<file path="config.mk">
export PLATFORM = sky130hd
export DESIGN_NAME = dfrm_sub_engine
export DESIGN_NICKNAME = d
export VERILOG_FILES = /design/src/rtl/dfrm_pkg.sv /design/src/rtl/dfrm_lane_sub.sv /design/src/rtl/dfrm_addr_gen.sv /design/src/rtl/dfrm_sub_engine.sv
export SDC_FILE = /design/constraint.sdc
export NUM_CORES = 1
export LEC_CHECK = 0
export CAP_MARGIN = 10
export CORE_MARGIN = 10
export CORE_UTILIZATION = 28
export DETAILED_ROUTE_END_ITERATION = 16
export PLACE_DENSITY = 0.43
export RECOVER_POWER = 100
export SETUP_SLACK_MARGIN = 0.15
export SLEW_MARGIN = 20
export SYNTH_ARGS = -nofsm -noshare
export SYNTH_HDL_FRONTEND = slang
export SYNTH_SLANG_ARGS = --single-unit
</file>
<file path="constraint.sdc">
create_clock -name clk -period 8.6 [get_ports clk]
set_clock_uncertainty 0.1 [all_clocks]
set_input_delay 1.72 -clock clk [delete_from_list [all_inputs] [get_ports clk]]
set_output_delay 1.72 -clock clk [all_outputs]
set_load 0.01 [all_outputs]
</file>
<file path="src/rtl/dfrm_pkg.sv">
package dfrm_pkg;
   typedef enum logic [2:0] {
      ST_IDLE,
      ST_RD_A,
      ST_RD_B,
      ST_WR,
      ST_FIN
   } dfrm_state_e;

   typedef enum logic [1:0] {
      RG_SRC_A,
      RG_SRC_B,
      RG_DST
   } dfrm_region_e;
endpackage

</file>
<file path="src/rtl/dfrm_lane_sub.sv">
module dfrm_lane_sub #(
   parameter int PIX_W    = 8,
   parameter bit SATURATE = 1'b1
) (
   input  logic [PIX_W-1:0] a_i,
   input  logic [PIX_W-1:0] b_i,
   output logic [PIX_W-1:0] d_o
);
   initial begin
      if (PIX_W < 1) $error("PIX_W must be positive");
   end

   generate
      if (SATURATE) begin : g_sat
         always_comb d_o = (a_i >= b_i) ? (a_i - b_i) : '0;
      end else begin : g_wrap
         always_comb d_o = a_i - b_i;
      end
   endgenerate
endmodule

</file>
<file path="src/rtl/dfrm_addr_gen.sv">
module dfrm_addr_gen
   import dfrm_pkg::*;
#(
   parameter int ADDR_W = 18,
   parameter int CNT_W  = 16
) (
   input  dfrm_region_e      region_i,
   input  logic [CNT_W-1:0]  range_i,
   input  logic [CNT_W-1:0]  idx_i,
   output logic [ADDR_W-1:0] addr_o
);
   localparam int PAD_W = ADDR_W - CNT_W;

   initial begin
      if (ADDR_W < CNT_W + 2) $error("ADDR_W must cover three frames");
   end

   logic [ADDR_W-1:0] rng_w, idx_w, base_w;

   always_comb begin
      rng_w = {{PAD_W{1'b0}}, range_i};
      idx_w = {{PAD_W{1'b0}}, idx_i};
      unique case (region_i)
         RG_SRC_A: base_w = '0;
         RG_SRC_B: base_w = rng_w;
         RG_DST:   base_w = rng_w << 1;
         default:  base_w = '0;
      endcase
      addr_o = base_w + idx_w;
   end
endmodule

</file>
<file path="src/rtl/dfrm_sub_engine.sv">
module dfrm_sub_engine
   import dfrm_pkg::*;
#(
   parameter int ADDR_W   = 18,
   parameter int DATA_W   = 32,
   parameter int PIX_W    = 8,
   parameter int CNT_W    = 16,
   parameter bit SATURATE = 1'b1
) (
   input  logic              clk,
   input  logic              rst_n,
   input  logic              start_i,
   input  logic [CNT_W-1:0]  range_i,
   output logic              mem_rd_o,
   output logic              mem_wr_o,
   output logic [ADDR_W-1:0] mem_addr_o,
   output logic [DATA_W-1:0] mem_wdata_o,
   input  logic [DATA_W-1:0] mem_rdata_i,
   input  logic              mem_done_i,
   output logic              done_o
);
   localparam int LANES = DATA_W / PIX_W;

   initial begin
      if (DATA_W % PIX_W != 0) $error("DATA_W must be a multiple of PIX_W");
      if (ADDR_W < CNT_W + 2)  $error("ADDR_W too small for three frames");
   end

   dfrm_state_e       state_q, state_d;
   logic [CNT_W-1:0]  range_q, idx_q;
   logic [DATA_W-1:0] pix_a_q, pix_b_q, diff_w;
   dfrm_region_e      region_w;
   logic              last_w;

   assign last_w = (idx_q == range_q - 1'b1);

   always_comb begin
      state_d = state_q;
      unique case (state_q)
         ST_IDLE: if (start_i) state_d = (range_i == '0) ? ST_FIN : ST_RD_A;
         ST_RD_A: if (mem_done_i) state_d = ST_RD_B;
         ST_RD_B: if (mem_done_i) state_d = ST_WR;
         ST_WR:   if (mem_done_i) state_d = last_w ? ST_FIN : ST_RD_A;
         ST_FIN:  if (!start_i) state_d = ST_IDLE;
         default: state_d = ST_IDLE;
      endcase
   end

   always_ff @(posedge clk) begin
      if (!rst_n) begin
         state_q <= ST_IDLE;
         range_q <= '0;
         idx_q   <= '0;
         pix_a_q <= '0;
         pix_b_q <= '0;
      end else begin
         state_q <= state_d;
         if (state_q == ST_IDLE && start_i) begin
            range_q <= range_i;
            idx_q   <= '0;
         end
         if (state_q == ST_RD_A && mem_done_i) pix_a_q <= mem_rdata_i;
         if (state_q == ST_RD_B && mem_done_i) pix_b_q <= mem_rdata_i;
         if (state_q == ST_WR && mem_done_i && !last_w) idx_q <= idx_q + 1'b1;
      end
   end

   always_comb begin
      unique case (state_q)
         ST_RD_B: region_w = RG_SRC_B;
         ST_WR:   region_w = RG_DST;
         default: region_w = RG_SRC_A;
      endcase
   end

   dfrm_addr_gen #(.ADDR_W(ADDR_W), .CNT_W(CNT_W)) u_addr (
      .region_i (region_w),
      .range_i  (range_q),
      .idx_i    (idx_q),
      .addr_o   (mem_addr_o)
   );

   generate
      for (genvar k = 0; k < LANES; k++) begin : g_lane
         dfrm_lane_sub #(.PIX_W(PIX_W), .SATURATE(SATURATE)) u_lane (
            .a_i (pix_a_q[k*PIX_W +: PIX_W]),
            .b_i (pix_b_q[k*PIX_W +: PIX_W]),
            .d_o (diff_w[k*PIX_W +: PIX_W])
         );
      end
   endgenerate

   assign mem_rd_o    = (state_q == ST_RD_A) || (state_q == ST_RD_B);
   assign mem_wr_o    = (state_q == ST_WR);
   assign mem_wdata_o = diff_w;
   assign done_o      = (state_q == ST_FIN);

   // Assertions
   p_one_strobe_r4: assert property (@(posedge clk) disable iff (!rst_n)
      !(mem_rd_o && mem_wr_o));
   p_rd_hold_r4: assert property (@(posedge clk) disable iff (!rst_n)
      (mem_rd_o && !mem_done_i) |=> (mem_rd_o && $stable(mem_addr_o)));
   p_wr_hold_r4: assert property (@(posedge clk) disable iff (!rst_n)
      (mem_wr_o && !mem_done_i) |=> (mem_wr_o && $stable(mem_addr_o) && $stable(mem_wdata_o)));
   p_done_hold_r8: assert property (@(posedge clk) disable iff (!rst_n)
      (done_o && start_i) |=> done_o);
   p_done_release_r8: assert property (@(posedge clk) disable iff (!rst_n)
      (done_o && !start_i) |=> !done_o);
   p_done_quiet_r9: assert property (@(posedge clk) disable iff (!rst_n)
      done_o |-> (!mem_rd_o && !mem_wr_o));
   p_first_read_r2: assert property (@(posedge clk) disable iff (!rst_n)
      (!mem_rd_o && !mem_wr_o && !done_o && start_i && range_i != '0) |=> (mem_rd_o && mem_addr_o == '0));
   p_zero_range_r9: assert property (@(posedge clk) disable iff (!rst_n)
      (!mem_rd_o && !mem_wr_o && !done_o && start_i && range_i == '0) |=> done_o);
endmodule

</file>
[Word-level counts from Yosys, hierarchy flattened]
Index checks and enable logic that the tools add are counted.
Storage, ports and cells
  logic and storage cells: 55
  bits in registers: 99
  output and inout port bits: 53
Operators by class
  eq/ne operators: 12
  reductions and logical operators: 11
  order comparisons: 4
  $add $sub $neg: 7
  multiplexer cells: 16
Operator list (count)
  17-bit one-hot mux with 2 select lines: 1
  8-bit greater-or-equal comparator: 4
  16-bit two-way mux: 2
  8-bit two-way mux: 4
  8-bit subtractor: 4
  3-bit two-way mux: 7
  17-bit by 16-bit adder with 18-bit output: 1
  16-bit by 1-bit adder with 16-bit output, second input constant: 1
  16-bit equality test: 1
  16-bit zero test: 1
  16-bit by 1-bit subtractor with 16-bit output, second input constant: 1
  3-bit one-hot mux with 5 select lines: 1
  2-bit inequality test, second input constant: 4
  3-bit by 2-bit equality test with 1-bit output, second input constant: 2
  1-bit logical AND: 5
  5-bit AND reduction: 1
  2-bit one-hot mux with 2 select lines: 1
  3-bit by 1-bit equality test with 1-bit output, second input constant: 1
  3-bit equality test, second input constant: 1
  3-bit zero test: 1
  2-bit by 1-bit equality test with 1-bit output, second input constant: 1
  2-bit equality test, second input constant: 1
  2-bit by 1-bit inequality test with 1-bit output, second input constant: 1
  2-bit nonzero test: 1
  2 further kinds: 2

[Logic depth before layout (Yosys ltp)]
Gate-level depths: netlist (run 1).
  word-level depth: 5
  depth in mapped cells: 17
  depth with buffers taken out: 14

[Hierarchy]
Synthesis (run 1) repeated with hierarchy kept, for this count alone.
Second synthesis, totals
  cells, all modules: 926
  area, all modules: 7021.7 um^2
By module, submodules not included
  dfrm_sub_engine: area each 4360.4 um^2, seq. area each 1981.9 um^2, cells an instance 563, times used 1
  dfrm_lane_sub: area each 394.1 um^2, seq. area each 0.0 um^2, cells an instance 53, times used 4
  dfrm_addr_gen: area each 1084.8 um^2, seq. area each 0.0 um^2, cells an instance 151, times used 1

[Worst setup path after synthesis (run 1)]
Ideal clock, no wire load.
  kind: register to output
  from: register state_q[0]
  to: output port mem_addr_o[14]
  arrival: 3.415 ns
  data required time: 6.780 ns
  path buffers: 3
  cell stages (with the launch flop): 17
  slack: 3.365 ns
  cell sequence: dfxtp_1 -> clkbuf_1 -> nor3b_1 -> ha_1 -> clkbuf_1 -> clkbuf_1 -> and2_1 -> ha_1 -> inv_1 -> fa_1 -> nor2b_1 -> o31a_1 -> o211ai_1 -> a311oi_1 -> o21ai_0 -> nor2b_1 -> xnor2_1
On the way
  longest elaborated chain between the ends: 5
  elaborated cells between the ends (all ways): 7
  classes of those cells: add/sub: 1; eq/ne: 4; mux: 2
RTL lines
  start: declaration: line dfrm_sub_engine.sv:29  | dfrm_state_e state_q, state_d;
  start signal: assignment: line dfrm_sub_engine.sv:57  | state_q <= state_d;
  3-bit by 2-bit equality test with 1-bit output: line dfrm_sub_engine.sv:69  | unique case (state_q)
  2-bit one-hot mux with 2 select lines *: line dfrm_sub_engine.sv:69
  2-bit equality test or 2-bit by 1-bit equality test with 1-bit output (tied branches): line dfrm_addr_gen.sv:23  | unique case (region_i)
  17-bit one-hot mux with 2 select lines *: line dfrm_addr_gen.sv:23
  17-bit by 16-bit adder with 18-bit output *: line dfrm_addr_gen.sv:29  | addr_o = base_w + idx_w;
  end: declaration: line dfrm_sub_engine.sv:16  | output logic [ADDR_W-1:0] mem_addr_o,
Every way passes the cells marked *; elsewhere a longest branch is shown, timed or not.

[Worst setup path in the final report (run 1)]
  from: register state_q[1]
  to: output port mem_addr_o[16]
Same word-level chain as after synthesis.

==> PnR_summary.wiki, run 1 <==
{| class="wikitable"
! Metric !! Value
|-
| Status || finished, violations left
|-
| Violations in the final reports || max-capacitance violations, max-slew violations
|-
| Die boundary width || around 180 um
|-
| Critical Path Max Stage Delay || ~630 ps
|-
| Pwr Total || approximately 1.4 mW
|-
| Cell breakdown of the critical path || nor3b_1, ha_1, a22oi_1, or2_2, fa_1, nor2b_1, o31a_1, o211ai_1, a311oi_1, o21ai_0, a21oi_1, xnor2_1, dlygate4sd3_1
|-
| Kind of end point of the critical path || output port
|-
| Detailed Route WL || just over 20000 um
|-
| Minimum setup slack in the final design || around 1900 ps
|-
| Most common cell after layout, fill and taps aside || sky130_fd_sc_hd__nand2_1
|-
| Largest vdd supply drop || ~0.082 mV
|-
| Post-CTS Resized || 0
|-
| Clock transition at the registers of the reported paths || roughly 70 ps
|-
| Hpwl dp || 15170 um
|-
| Fin. max-slew vios || between 100 and 150
|-
| Standby leakage power || about 3.4 nW
|-
| Floorplan Core Area || between 20000 and 25000 um2
|-
| Gate Count Post-Synth || ~940
|-
| Fill cell total of the finished layout || ~2600
|-
| Cell at the slowest stage of the critical path || sky130_fd_sc_hd__dlygate4sd3_1
|-
| Buffering stage count on the worst path with inverters included || 1
|-
| Fraction of synthesized cell area taken by the top area cell type || 0.2824
|-
| Clock tree from TritonCTS || yes
|-
| First drt pass iteration count || 6
|-
| Number of buffers added on ports || around 100
|-
| Initial core utilization || 0.2869
|-
| Number of vias per cell || a little under 5
|-
| Post-Synthesis Cell Area || between 7000 and 8000 um2
|-
| Worst hold path class || reg2reg
|-
| Final #Nets || around 1100
|-
| Pin count of the biggest net entering global routing || 66
|-
| Worst-case clock buffer depth || 2
|-
| TritonCTS Sinks || 99
|-
| Post-route ant nets || 0
|-
| Crit path max fanout || 16
|-
| Post-CTS Setup Bufs || 0
|-
| Highest-count cells in the layout ignoring fill and taps || sky130_fd_sc_hd__nand2_1 (193), sky130_fd_sc_hd__dfxtp_1 (99), sky130_fd_sc_hd__a21oi_1 (95), sky130_fd_sc_hd__nor2_1 (68), sky130_fd_sc_hd__inv_1 (59)
|-
| Main area contributors after synthesis || sky130_fd_sc_hd__dfxtp_1 (28%), sky130_fd_sc_hd__nand2_1 (10%), sky130_fd_sc_hd__ha_1 (9.4%), sky130_fd_sc_hd__a21oi_1 (6.8%), sky130_fd_sc_hd__xnor2_1 (4.9%)
|-
| Num CTS Buffers || 9
|-
| Die area || ~32000 um2
|-
| Max Clock Freq || ~0.15 GHz
|-
| Number of antenna violations at the first check in global routing || 0
|-
| Total of hold buffers inserted after clock tree synthesis || 0
|-
| Layout Area Growth over Synthesis || 21.93%
|-
| Total congestion overflow || 0
|-
| Share of synthesized area occupied by flip-flops and latches || 0.2824
|-
| Relative slew margins || -1.185
|-
| Post-route worst hold slack || 355.5 ps
|-
| Post-synthesis average cell area || 7.506 um2
|-
| Setup repair after global routing missed its margin || false
|-
| Setup violators final || 0
|-
| Number of warning messages in the yosys log || 0
|-
| Start-to-end type of the worst setup path || reg2out
|-
| Total routing resource utilization after global routing || 0.1303
|-
| Total number of vias || between 6000 and 7000
|-
| I/O pin count || 105
|-
| DRC violations left || 0
|-
| GPL Wtd Cong || 0.8085
|-
| Crit start category || flop
|-
| Count of flip-flops with a built-in enable after synthesis || 0
|-
| Share of the clock period used by the worst path || 0.7846
|-
| Setup tns final || 0 ps
|-
| Final antenna diode count || 0
|-
| PwrDens || 160.5 nW/um2
|-
| Wire length of the first global-routing pass || about 34000 um
|-
| Final critical path time including I/O delays and setup || 6747 ps
|-
| H-tree depth || 3
|-
| Synth Flop Type || sky130_fd_sc_hd__dfxtp_1
|-
| Flops & latches, synth || 99
|-
| DP Worst Slack || roughly 2300 ps
|-
| Die Y-Extent || around 180 um
|-
| Number of different library cells in the post-synthesis netlist || 70
|-
| Row count || 57
|-
| Post-layout util || 0.3498
|-
| Data required time at the worst endpoint || 6780 ps
|-
| Synthesized net count || around 1000
|-
| Number of global-route vias before repair || about 6400
|-
| CP top delay family || compound AO/OA/AOI/OAI gates
|-
| Average wire per cell in the routed design || 15.49 um
|-
| Clk Latency, worst-skew pair || approximately 350 ps
|-
| DR iter-0 viols || around 340
|-
| Count of max-cap constraint violations || 3
|-
| Largest area contributor in the netlist || sky130_fd_sc_hd__dfxtp_1
|-
| Async S/R FF share, synth || 0
|-
| Transition time of the tightest slew-check pin || 3277 ps
|-
| Fraction of final layout cells sized beyond drive strength 1 || 0.04361
|-
| Clock root cell || sky130_fd_sc_hd__clkbuf_16
|-
| Arrival time at the worst endpoint || 4930 ps
|-
| Final number of hold-violating endpoints || 0
|}
[registers in the layout, indices dropped and copies added (netlist names)]
name,flops
range_q,16
pix_b_q,32
pix_a_q,32
state_q,3
idx_q,16
[synth_stat cells (all sizes together), types with 13 or more instances]
master / number
nand2: 193
dfxtp: 99
a21oi: 97
nor2: 70
inv: 59
ha: 53
clkbuf: 40
xnor2: 39
a21boi: 26
a21o: 24
o21ai: 22
nor3: 20
nand4b: 16
a22oi: 15
and3: 13
nor2b: 13
xor2: 13
[worst register-to-register path, cell delays in order (launching register included)]
cell                        delay, ps
sky130_fd_sc_hd__dfxtp_1          390
sky130_fd_sc_hd__inv_1             80
sky130_fd_sc_hd__ha_1             240
sky130_fd_sc_hd__or3b_2           520
sky130_fd_sc_hd__o311ai_1         320
sky130_fd_sc_hd__o211a_1          270
sky130_fd_sc_hd__o2111ai_4        200
sky130_fd_sc_hd__a211oi_1        1380
sky130_fd_sc_hd__mux2_2           360
[where the power goes]
group          switching [mW]  leakage [nW]  internal [mW]
clock                   0.199         0.157          0.234
combinational           0.230          2.46          0.202
sequential             0.0287         0.803          0.481
total                   0.457          3.42          0.916
[metal layers]
layer,GRT usage,part of all wire
met2,0.2272,0.48
met4,0.02997,0.0083
met3,0.02431,0.041
met1,0.1623,0.47
met5,0,0
[cell type report]
cell class	count	area, um2	share of cell area
Clock buffer	9	225.2	0.02632
Clock inverter	7	91.34	0.01067
Inverter	59	221.5	0.02588
Multi-Input combinational cell	727	4568	0.5338
Sequential cell	99	1982	0.2316
Tap cell	324	405.4	0.04738
Timing Repair Buffer	108	1064	0.1243
[cell families (layout without fill, tap and decap cells)]
family,Yosys count,count (layout),synth area share
simple gates,386,386,0.2608
compound gates,230,230,0.2156
buf+inv,109,183,0.06596
flops,99,99,0.2824
fa+ha+maj,58,58,0.1088
xor+xnor,52,52,0.06490
mux,1,1,0.001604
[metrics by stage]
stage	std cells	cell area, um2
2_1_floorplan	935	7018
3_3_place_gp	1317	8260
3_5_place_dp	1317	8260
4_1_cts	1333	8577
5_1_grt	1333	8557
6_report	1333	8557
[final timing paths]
path | end | from | slack, ps | cells past startpoint
hold reg to reg | pix_a_q[0] | pix_a_q[0] | 360 | 2
hold / removal | pix_a_q[0] | pix_a_q[0] | 360 | 2
setup / recovery | mem_addr_o[16] | state_q[1] | 1850 | 13
setup reg to reg | idx_q[0] | range_q[0] | 4670 | 8
Power figures use the tool's default switching activity.
==> run 2, diff against run 1 <==
clock period = 7 ns   (was 8.6 ns; I/O delays follow)
==> run 2 against run 1 <==
Compared with the run above:
- the flow still finishes with violations (max-capacitance violations, max-slew violations)
- final cell count did not move
- clock-buffer cell count did not move
- non-clock buffer count is the same
- sequential power grew 23%
- design area shrank 0.26%
- critical endpoint unchanged
==> PnR_summary.wiki, run 2 (synthesis results as in run 1) <==
{| class="wikitable"
! Metric !! Value
|-
| Setup slack of the worst register-to-register path || 3010 ps
|-
| Fin. max-slew vios || ~130
|-
| PwrDens || ~190 nW/um2
|-
| Row count || between 50 and 60
|-
| GPL Wtd Cong || between 0.8 and 0.9
|-
| Detailed Route WL || about 21000 um
|-
| CP top delay family || compound AO/OA/AOI/OAI gates
|-
| Critical Path Max Stage Delay || ~630 ps
|-
| Post-route ant nets || 0
|-
| Die area || roughly 32000 um2
|-
| Total net switching power || 0.5682 mW
|-
| Reg2reg end || idx_q[0]
|-
| Average wire per cell in the routed design || between 15 and 20 um
|-
| H-tree depth || 3
|-
| Floorplan Core Area || between 20000 and 25000 um2
|-
| Post-route worst hold slack || 356.3 ps
|-
| Cell breakdown of the critical path || nor3b_1, ha_1, a22oi_1, or2_2, fa_1, nor2b_1, o31a_1, o211ai_1, a311oi_1, o21ai_0, a21oi_1, xnor2_1, dlygate4sd3_1
|-
| Regs by FF count || pix_a_q x32, pix_b_q x32
|-
| Start-to-end type of the worst setup path || reg2out
|-
| Stages on the worst setup path || 13
|-
| Final #Nets || 1114
|-
| Die Y-Extent || 178.3 um
|-
| Num CTS Buffers || 9
|-
| Clock tree from TritonCTS || yes
|-
| DR iter-0 viols || ~300
|-
| Hpwl dp || between 15000 and 20000 um
|-
| Clock transition at the registers of the reported paths || roughly 70 ps
|-
| Final antenna diode count || 0
|-
| Transition time of the tightest slew-check pin || roughly 3300 ps
|-
| Cell area after placement || a little over 8000 um2
|-
| Pin count of the biggest net entering global routing || 66
|-
| Final critical path time including I/O delays and setup || between 6000 and 7000 ps
|-
| Clk Latency, worst-skew pair || about 350 ps
|-
| Data required time at the worst endpoint || roughly 5500 ps
|-
| Standby leakage power || about 3.4 nW
|-
| Clock root cell || sky130_fd_sc_hd__clkbuf_16
|-
| Die boundary width || ~180 um
|-
| Total number of vias || approximately 6500
|-
| Total routing resource utilization after global routing || 0.1337
|-
| Layout Area Growth over Synthesis || 21.61%
|-
| Status || finished, violations left
|-
| Setup violators final || 0
|-
| I/O pin count || between 100 and 150
|-
| Cell at the slowest stage of the critical path || sky130_fd_sc_hd__dlygate4sd3_1
|-
| TritonCTS Sinks || just under 100
|-
| Relative contribution of the clock network to total power || 0.303
|-
| Count of max-cap constraint violations || 3
|-
| Total of hold buffers inserted after clock tree synthesis || 0
|-
| Worst-case clock buffer depth || 2
|-
| Most common cell after layout, fill and taps aside || sky130_fd_sc_hd__nand2_1
|-
| Arrival time at the worst endpoint || 4880 ps
|-
| Number of cell instances on the worst register-to-register path || 8
|-
| Crit path max fanout || 16
|-
| Worst hold path class || reg2reg
|-
| Number of buffers added on ports || around 100
|-
| First drt pass iteration count || 4
|-
| Wire length of the first global-routing pass || between 30000 and 40000 um
|-
| Buffering stage count on the worst path with inverters included || 1
|-
| Number of global-route vias before repair || ~6500
|-
| Critical Path Sink || mem_addr_o[16]
|-
| Highest-count cells in the layout ignoring fill and taps || sky130_fd_sc_hd__nand2_1 (193), sky130_fd_sc_hd__dfxtp_1 (99), sky130_fd_sc_hd__a21oi_1 (95), sky130_fd_sc_hd__nor2_1 (68), sky130_fd_sc_hd__inv_1 (59)
|-
| Relative slew margins || -1.183
|-
| Setup tns final || 0 ps
|-
| Combinational power share || 0.320
|-
| Fin area || about 8500 um2
|-
| Crit start category || flop
|-
| Largest vdd supply drop || about 0.11 mV
|-
| Share of the clock period used by the worst path || 0.9121
|-
| Violations in the final reports || max-capacitance violations, max-slew violations
|-
| Post-layout util || 0.3489
|-
| Post-CTS Resized || 0
|-
| Total congestion overflow || 0
|-
| Final number of hold-violating endpoints || 0
|-
| Setup repair after global routing missed its margin || false
|-
| Initial core utilization || 0.2869
|-
| Number of antenna violations at the first check in global routing || 0
|-
| Kind of end point of the critical path || output port
|-
| Internal power component || ~1.1 mW
|-
| DRC violations left || 0
|-
| Source of the critical timing path || state_q[1]
|-
| Switching share of power || 0.3428
|-
| Part of the power in registers || 0.377
|-
| Reg2reg start || range_q[0]
|-
| Max Clock Freq || roughly 0.16 GHz
|-
| Post-CTS Setup Bufs || 0
|-
| Number of vias per cell || between 4 and 5
|-
| Fraction of final layout cells sized beyond drive strength 1 || 0.04361
|}
[run 2: power by group through the flow]
stage	Clock, mW	Sequential, mW	Combinational, mW
finish	0.502	0.625	0.530
CTS	0.522	0.626	0.566
detailed placement	0	0.639	0.562
floorplan	0	0.617	0.365
global placement	0	0.639	0.565
global route	0.543	0.630	0.602
[run 2: stage by stage]
step	worst slack, ps	std cells	power [mW]
6_report	615.5	1333	1.657
5_1_grt	153.1	1333	1.775
4_1_cts	645.8	1333	1.714
3_3_place_gp	1085	1317	1.203
3_5_place_dp	1043	1317	1.201
2_1_floorplan	2085	935	0.9820
[run 2: per-layer routing]
layer  global-route usage  part of all wire  up-vias
met3              0.02474             0.039       11
met1               0.1675              0.47     3080
met2               0.2330              0.48       87
met5                    0                 0        -
met4              0.02894            0.0085        0
li1                     -                 -     3346
[run 2: how the worst min path moves through the flow]
| stage | slack (ps) | cells after the start | from | end |
|---|---|---|---|---|
| after floorplan | 340 | 2 | pix_a_q[0] | pix_a_q[0] |
| after global placement | 340 | 2 | pix_b_q[28] | pix_b_q[28] |
| after detailed placement | 350 | 2 | pix_b_q[13] | pix_b_q[13] |
| after CTS | 360 | 2 | pix_b_q[25] | pix_b_q[25] |
| after global routing | 380 | 2 | pix_b_q[19] | pix_b_q[19] |
| final | 360 | 2 | pix_a_q[0] | pix_a_q[0] |
[run 2: worst min-delay path, delay by kind of cell (launching register included)]
family,cells,cell delay [ps]
flip-flops,1,310
AND/OR/NAND/NOR,1,50
AO/OA/AOI/OAI,1,50
[run 2: cell type report]
| type | instances | area, um2 |
|---|---|---|
| clock inverters | 7 | 68.82 |
| well taps | 324 | 405.4 |
| clock buffers | 9 | 225.2 |
| inverters | 59 | 221.5 |
| flip-flops and latches | 99 | 1982 |
| repair buffers | 108 | 1064 |
| fillers | 2643 | 15930 |
| multi-input cells | 727 | 4568 |
==> run 3, diff against run 2 <==
CAP_MARGIN = 20   (was 10)
DONT_BUFFER_PORTS = 1   (was default)
PLACE_DENSITY = 0.37   (was 0.43)
==> run 3 against run 2 <==
Compared with the run above:
- design area fell by 13%
- largest power group unchanged
- clock-buffer cell count rose by 3
- largest cell class unchanged
- hold slack improved by 0.60 ps
- via count fell by 6.4%
- core utilization fell by 4.5 points
- total power fell by 9.1%
- sequential cell count did not move
- combinational power fell by 23%
- setup slack improved by 460 ps
- the run still ends with max-capacitance violations, max-slew violations left
- global-route usage fell by 0.35 points
- non-clock buffer count fell by 103
- maximum frequency rose by 7.7%
==> PnR_summary.wiki, run 3 (synthesis results as in run 1) <==
{| class="wikitable"
! Metric !! Value
|-
| Worst-case clock buffer depth || 2
|-
| DR iter-0 viols || around 300
|-
| Regs by FF count || pix_a_q x32, pix_b_q x32
|-
| Most common cell after layout, fill and taps aside || sky130_fd_sc_hd__nand2_1
|-
| Crit start category || flop
|-
| Final #Nets || 1011
|-
| First drt pass iteration count || 4
|-
| DRC violations left || 0
|-
| Largest vdd supply drop || roughly 0.12 mV
|-
| Die boundary width || 178.3 um
|-
| Fin. max-slew vios || around 120
|-
| Final critical path time including I/O delays and setup || around 5900 ps
|-
| Initial core utilization || 0.2869
|-
| Cell breakdown of the critical path || nor3b_1, ha_1, a22oi_1, or2_2, fa_1, nor2b_1, o31a_1, o211ai_1, a311oi_1, o21ai_0, nor2b_1, xnor2_1
|-
| Row count || 57
|-
| Share of the clock period used by the worst path || 0.8466
|-
| Floorplan Core Area || between 20000 and 25000 um2
|-
| Cell at the slowest stage of the critical path || sky130_fd_sc_hd__ha_1
|-
| Final antenna diode count || 0
|-
| Setup violators final || 0
|-
| Total number of vias || roughly 6000
|-
| Fraction of final layout cells sized beyond drive strength 1 || 0.04084
|-
| H-tree depth || 3
|-
| TritonCTS Sinks || 99
|-
| Average wire per cell in the routed design || 16.78 um
|-
| Crit path max fanout || 16
|-
| Cell area after placement || roughly 7200 um2
|-
| Highest-count cells in the layout ignoring fill and taps || sky130_fd_sc_hd__nand2_1 (193), sky130_fd_sc_hd__dfxtp_1 (99), sky130_fd_sc_hd__a21oi_1 (95), sky130_fd_sc_hd__nor2_1 (68), sky130_fd_sc_hd__inv_1 (59)
|-
| Pin count of the biggest net entering global routing || 46
|-
| Final number of hold-violating endpoints || 0
|-
| Die Y-Extent || roughly 180 um
|-
| Fin area || approximately 7400 um2
|-
| Num CTS Buffers || 9
|-
| Max Clock Freq || roughly 0.17 GHz
|-
| Kind of end point of the critical path || output port
|-
| Arrival time at the worst endpoint || about 4400 ps
|-
| Post-route worst hold slack || between 300 and 400 ps
|-
| Status || finished, violations left
|-
| Total congestion overflow || 0
|-
| Number of global-route vias before repair || 6017
|-
| Cell type with the highest occurrence count on the critical path || sky130_fd_sc_hd__nor2b_1
|-
| Transition time of the tightest slew-check pin || roughly 1800 ps
|-
| Critical Path Max Stage Delay || 610 ps
|-
| Post-route ant nets || 0
|-
| Worst hold path class || reg2reg
|-
| Clock root cell || sky130_fd_sc_hd__clkbuf_16
|-
| Detailed Route WL || between 20000 and 25000 um
|-
| Violations in the final reports || max-capacitance violations, max-slew violations
|-
| Relative slew margins || -0.2211
|-
| PwrDens || a little over 200 nW/um2
|-
| Number of buffers added on ports || 0
|-
| DP Worst Slack || between 1000 and 1500 ps
|-
| Post-CTS Resized || 0
|-
| Number of vias per cell || roughly 5.0
|-
| Data required time at the worst endpoint || around 5500 ps
|-
| Count of max-cap constraint violations || 4
|-
| Standby leakage power || between 2 and 3 nW
|-
| Wire length of the first global-routing pass || about 33000 um
|-
| Start-to-end type of the worst setup path || reg2out
|-
| I/O pin count || ~110
|-
| Setup repair after global routing missed its margin || false
|-
| Minimum setup slack in the final design || 1074 ps
|-
| Hpwl dp || about 15000 um
|-
| Layout Area Growth over Synthesis || 6.008%
|-
| Clk Latency, worst-skew pair || about 350 ps
|-
| Clock transition at the registers of the reported paths || approximately 70 ps
|-
| GPL Wtd Cong || approximately 0.75
|-
| Die area || between 30000 and 40000 um2
|-
| Setup tns final || 0 ps
|-
| Post-CTS Setup Bufs || 0
|-
| Total of hold buffers inserted after clock tree synthesis || 0
|-
| Number of antenna violations at the first check in global routing || 0
|-
| Clock tree from TritonCTS || yes
|-
| Total routing resource utilization after global routing || 0.1302
|}
-- run 3: metal layers --
layer / up-vias / global-route usage / routed length (um)
met5: - / 0 / 0
met4: 0 / 0.02894 / 188
met3: 10 / 0.02706 / 864
met2: 79 / 0.2280 / 10090
met1: 2876 / 0.1602 / 9496
li1: 3142 / - / -
-- run 3: layout make-up --
type,instances,area (um2)
fill,2691,17020
inverter,59,221.5
tap,324,405.4
multi-input combinational,727,4533
timing repair buffer,5,26.28
clock inverter,4,35.03
sequential,99,1982
clock buffer,12,236.5
-- run 3: path summary, 6_finish.rpt --
path | from | end | slack (ps) | cells after the start
worst min register to register | pix_b_q[2] | pix_b_q[2] | 360 | 2
worst min-delay path | pix_b_q[2] | pix_b_q[2] | 360 | 2
worst max-delay path | state_q[1] | mem_addr_o[14] | 1070 | 12
worst max register to register | range_q[0] | idx_q[15] | 2660 | 9
-- run 3: report_power, final --
part	switching [mW]	internal [mW]	total, mW
Sequential	0.0360	0.590	0.626
Combinational	0.251	0.156	0.407
Clock	0.228	0.245	0.473
Total	0.515	0.992	1.51
-- run 3: through the flow --
step                      instances  total power, mW    util
final                          1230            1.507  0.3041
after global routing           1230            1.622  0.3041
after CTS                      1230            1.553  0.3064
after detailed placement       1214            1.064  0.2953
after global placement         1214            1.066  0.2953
after floorplan                 935           0.9820       -
-- run 3: worst max-delay path, delay by kind of cell, from the launching register on --
family                     cells  cell delay, ps
AOI/OAI and AO/OA              5            1000
adders and majority gates      2            1040
DFF                            1             590
xor gates and xnor gates       1             260
and+or+nand+nor                4            1170
